===== config.mk =====
export PLATFORM = sky130hd
export DESIGN_NAME = imm_expander
export DESIGN_NICKNAME = d
export VERILOG_FILES = /design/src/rtl/imm_exp_pkg.sv /design/src/rtl/imm_lane_pattern.sv /design/src/rtl/imm_rotator.sv /design/src/rtl/imm_carry_sel.sv /design/src/rtl/imm_expander.sv
export SDC_FILE = /design/constraint.sdc
export NUM_CORES = 1
export LEC_CHECK = 0
export BUFFER_PORTS_ARGS = -buffer_cell sky130_fd_sc_hd__clkbuf_2
export CORE_MARGIN = 10
export CORE_UTILIZATION = 40
export DETAILED_ROUTE_END_ITERATION = 8
export GPL_ROUTABILITY_DRIVEN = 0
export PLACE_DENSITY = 0.82
export SLEW_MARGIN = 20
export SYNTH_ARGS = -nofsm -noshare
export SYNTH_HDL_FRONTEND = slang
export SYNTH_SLANG_ARGS = --single-unit

===== constraint.sdc =====
create_clock -name vclk -period 2.6
set_input_delay 0 -clock vclk [all_inputs]
set_output_delay 0 -clock vclk [all_outputs]
set_load 0.01 [all_outputs]

===== src/rtl/imm_exp_pkg.sv =====
package imm_exp_pkg;

    localparam int DATA_W = 32;
    localparam int BYTE_W = 8;
    localparam int IMM_W  = 12;

    typedef enum logic [1:0] {
        PAT_BYTE  = 2'b00,
        PAT_EVEN  = 2'b01,
        PAT_ODD   = 2'b10,
        PAT_ALL   = 2'b11
    } pat_mode_e;

    typedef struct packed {
        logic [DATA_W-1:0] value;
        logic              carry;
        logic              carry_wr;
        logic              unpred;
    } exp_result_t;

endpackage


===== src/rtl/imm_lane_pattern.sv =====
module imm_lane_pattern
    import imm_exp_pkg::*;
#(
    parameter int DW = DATA_W,
    parameter int BW = BYTE_W
) (
    input  logic [BW-1:0] byte_i,
    input  pat_mode_e     mode_i,
    output logic [DW-1:0] word_o
);
    localparam int LANES = DW / BW;

    for (genvar i = 0; i < LANES; i++) begin : g_lane
        localparam bit IS_EVEN = (i % 2) == 0;
        logic lane_en;
        always_comb begin
            case (mode_i)
                PAT_BYTE: lane_en = (i == 0);
                PAT_EVEN: lane_en = IS_EVEN;
                PAT_ODD:  lane_en = !IS_EVEN;
                default:  lane_en = 1'b1;
            endcase
        end
        assign word_o[i*BW +: BW] = lane_en ? byte_i : '0;
    end
endmodule


===== src/rtl/imm_rotator.sv =====
module imm_rotator
    import imm_exp_pkg::*;
#(
    parameter int DW    = DATA_W,
    parameter int AMT_W = $clog2(DATA_W)
) (
    input  logic [DW-1:0]    data_i,
    input  logic [AMT_W-1:0] amt_i,
    output logic [DW-1:0]    data_o
);
    logic [DW-1:0] stage [0:AMT_W];

    assign stage[0] = data_i;

    for (genvar s = 0; s < AMT_W; s++) begin : g_stage
        localparam int SH = 1 << s;
        assign stage[s+1] = amt_i[s]
            ? {stage[s][SH-1:0], stage[s][DW-1:SH]}
            : stage[s];
    end

    assign data_o = stage[AMT_W];
endmodule


===== src/rtl/imm_carry_sel.sv =====
module imm_carry_sel
    import imm_exp_pkg::*;
#(
    parameter int DW = DATA_W
) (
    input  logic [DW-1:0] value_i,
    input  logic          rotated_i,
    input  logic          set_flags_i,
    input  logic          carry_i,
    output logic          carry_o,
    output logic          carry_wr_o
);
    always_comb begin
        carry_wr_o = rotated_i && set_flags_i;
        carry_o    = carry_wr_o ? value_i[DW-1] : carry_i;
    end
endmodule


===== src/rtl/imm_expander.sv =====
module imm_expander
    import imm_exp_pkg::*;
#(
    parameter int DW = DATA_W,
    parameter int BW = BYTE_W,
    parameter int IW = IMM_W
) (
    input  logic [IW-1:0] imm_i,
    input  logic          carry_i,
    input  logic          set_flags_i,
    output logic [DW-1:0] const_o,
    output logic          carry_o,
    output logic          carry_wr_o,
    output logic          unpred_o
);
    localparam int AMT_W = IW - BW + 1;

    logic [BW-1:0]    byte_val;
    pat_mode_e        mode;
    logic             rotated;
    logic [AMT_W-1:0] rot_amt;
    logic [DW-1:0]    rot_src;
    logic [DW-1:0]    pat_word;
    logic [DW-1:0]    rot_word;
    logic [DW-1:0]    sel_word;
    logic             carry_sel;
    logic             carry_wr_sel;
    exp_result_t      res_d;

    assign byte_val = imm_i[BW-1:0];
    assign mode     = pat_mode_e'(imm_i[BW+1:BW]);
    assign rotated  = |imm_i[IW-1:BW+2];
    assign rot_amt  = imm_i[IW-1:BW-1];
    assign rot_src  = {{(DW-BW){1'b0}}, 1'b1, imm_i[BW-2:0]};

    imm_lane_pattern #(.DW(DW), .BW(BW)) u_pattern (
        .byte_i (byte_val),
        .mode_i (mode),
        .word_o (pat_word)
    );

    imm_rotator #(.DW(DW), .AMT_W(AMT_W)) u_rot (
        .data_i (rot_src),
        .amt_i  (rot_amt),
        .data_o (rot_word)
    );

    assign sel_word = rotated ? rot_word : pat_word;

    imm_carry_sel #(.DW(DW)) u_carry (
        .value_i     (sel_word),
        .rotated_i   (rotated),
        .set_flags_i (set_flags_i),
        .carry_i     (carry_i),
        .carry_o     (carry_sel),
        .carry_wr_o  (carry_wr_sel)
    );

    always_comb begin
        res_d          = '0;
        res_d.value    = sel_word;
        res_d.carry    = carry_sel;
        res_d.carry_wr = carry_wr_sel;
        res_d.unpred   = !rotated && (mode != PAT_BYTE) && (byte_val == '0);
    end

    assign const_o    = res_d.value;
    assign carry_o    = res_d.carry;
    assign carry_wr_o = res_d.carry_wr;
    assign unpred_o   = res_d.unpred;
endmodule


==> metrics.yaml <==
critical_path:
  slowest_stage: "mux4_2"
  cp_max_fo: 20
  critPathRequiredTime_ns: 2.60
  path_delay_family: "multiplexers"
  cp_common_cell: "clkbuf_2"
  end_kind: "primary output"
  path_class: "in -> out"
  path_buf_inv: 2
  start_kind: "primary input"
  cpPeakStageDelay_ns: 0.59
  path_cells: "clkbuf_2 > mux4_2 > mux2_4 > a221oi_1 > a21oi_1 > clkbuf_2"
  arrival_ns: 1.73
timing:
  holdWs_ns: 0.318
  setup_slack_ns: 0.871
  min_period_ns: 1.73
  fmaxAchievable_mhz: 578
  setup_viol: 0
  hold_violations: 0
  post-route-period-util: 0.665
  tns_ns: 0
  tightest_slew_ns: 0.635
  rsz0062_at_grt: "false"
  slew_headroom: 0.576
  slew_viol_final: 0
global_routing:
  grt-ovfl-total: 0
  grt_max_degree: 30
  grt_use_total: 0.134
  grt_pass1_vias: 1240
  grt_pass1_wl_um: 5900
  antenna_found_initial: 0
clock_network:
  ctsHoldBuffers: 0
  cts_setup_buffers: 0
  cts_resized: 0
routing:
  vias: 1293
  drt_iter0_drc: 164
  drt-vias-per-instance: 5.96
  drtPass1Iterations: 4
  dr.max_layer_used: "met3"
  wl_um: 3510
  wl_met1_um: 1480
  wl_met2_um: 1780
  routed-wl-met3_um: 254
  drc: 0
  post_drt_wl_per_cell_um: 16.2
  drt.antenna.violating_nets: 0
flow_run:
  maxCapViolations: 0
cells_and_area:
  stdcell_count: 217
  antennaDiodeCount: 0
  final_cell_mix: "clkbuf_2, nand2_1, o21ai_0"
  clkbuf_count: 0
  final_core_util: 0.519
  multi_input_area_um2: 865
  design.seq.count: 0
  nFillCells: 265
  area_growth_pct: 20.3
  final_common_cell: "clkbuf_2"
  fin_nets: 205
  drive_gt1_frac: 0.339
  final_area_mm2: 0.00117
  regArea_um2: 0
floorplanning:
  rows: 17
  die_w_um: 69.3
  core-area_mm2: 0.00225
  initial_core_util: 0.432
  dieArea_mm2: 0.00481
  fp.dieH_um: 69.3
  io_pins: 49
yosys:
  synth_nets: 168
  yosysSeqAreaShare: 0
  yosysTopAreaCell: "mux2i_1"
  synth_area_um2: 973
  avgSynthCellArea_um2: 6.32
  ys_warn_count: 0
  synth.distinct_cells: 41
  ys_top_cells_by_area: "mux2i_1, o21ai_0, nand2_1"
  netlist_instances: 154
  synth_top_cell_area_share: 0.103
power_and_ir_drop:
  ir_drop_uv: 96.4
  intPower_mw: 0.0911
  clock_power_share: 0
  p_sw_mw: 0.140
  p_leak_nw: 0.539
  finalPower_mw: 0.231
  pwr_density_cell_mw_per_mm2: 197
  sequentialPowerShare: 0
  p_comb_frac: 1.000
  switching_share: 0.605
worst_hold_path:
  hold_class: "in -> out"
place:
  dp.cells: 217
  place_ws_ns: 0.882
  dp_hpwl_um: 2680
  io_buffers: 49
  dpl_cell_area_mm2: 0.00117
status:
  status: "finished, final reports clean"
==> kinds of logic (layout without fill, tap and decap cells) <==
| group | after synthesis | count (layout) | share of synthesized area |
|---|---|---|---|
| AOI/OAI and AO/OA | 55 | 55 | 0.362 |
| buffers and inverters | 19 | 54 | 0.112 |
| muxes | 19 | 19 | 0.222 |
| and+or+nand+nor | 61 | 61 | 0.303 |
==> cells in the mapped netlist, types with 3 or more instances <==
cell type	number
a21oi_1	9
a21o_1	4
mux2i_1	10
nor2_1	14
nand3_1	5
a31oi_1	4
and2_1	3
nor2b_1	3
mux2_2	7
buf_2	3
buf_4	4
o22ai_1	6
clkbuf_1	6
nand2_1	22
nand2b_1	5
o21ai_0	17
==> path summary, 6_finish.rpt <==
check / from / end / cells after the start
setup / recovery: imm_i[7] / const_o[18] / 6
hold / removal: carry_i / carry_o / 3
==> final cells by class <==
type                       instances  area share
multi-input combinational        135       0.738
timing repair buffer              51       0.222
inverter                           3     0.00962
tap                               28      0.0299
==> power by group through the flow <==
| stage | sequential (mW) | clock [mW] | combinational (mW) |
|---|---|---|---|
| global route | 0 | 0 | 0.256 |
| CTS | 0 | 0 | 0.231 |
| floorplan | 0 | 0 | 0.157 |
| global placement | 0 | 0 | 0.227 |
| detailed placement | 0 | 0 | 0.230 |
| finish | 0 | 0 | 0.231 |
==> routing by layer <==
layer / vias to the layer above / global-route usage
met5: - / 0
met4: 0 / 0.00887
met3: 0 / 0.0228
met2: 53 / 0.233
met1: 595 / 0.171
li1: 645 / -
==> worst min-delay path: stages <==
cell	delay, ns
clkbuf_2	0.07
mux2_2	0.12
clkbuf_2	0.12
Note: power is estimated with default switching activity, not from simulation.
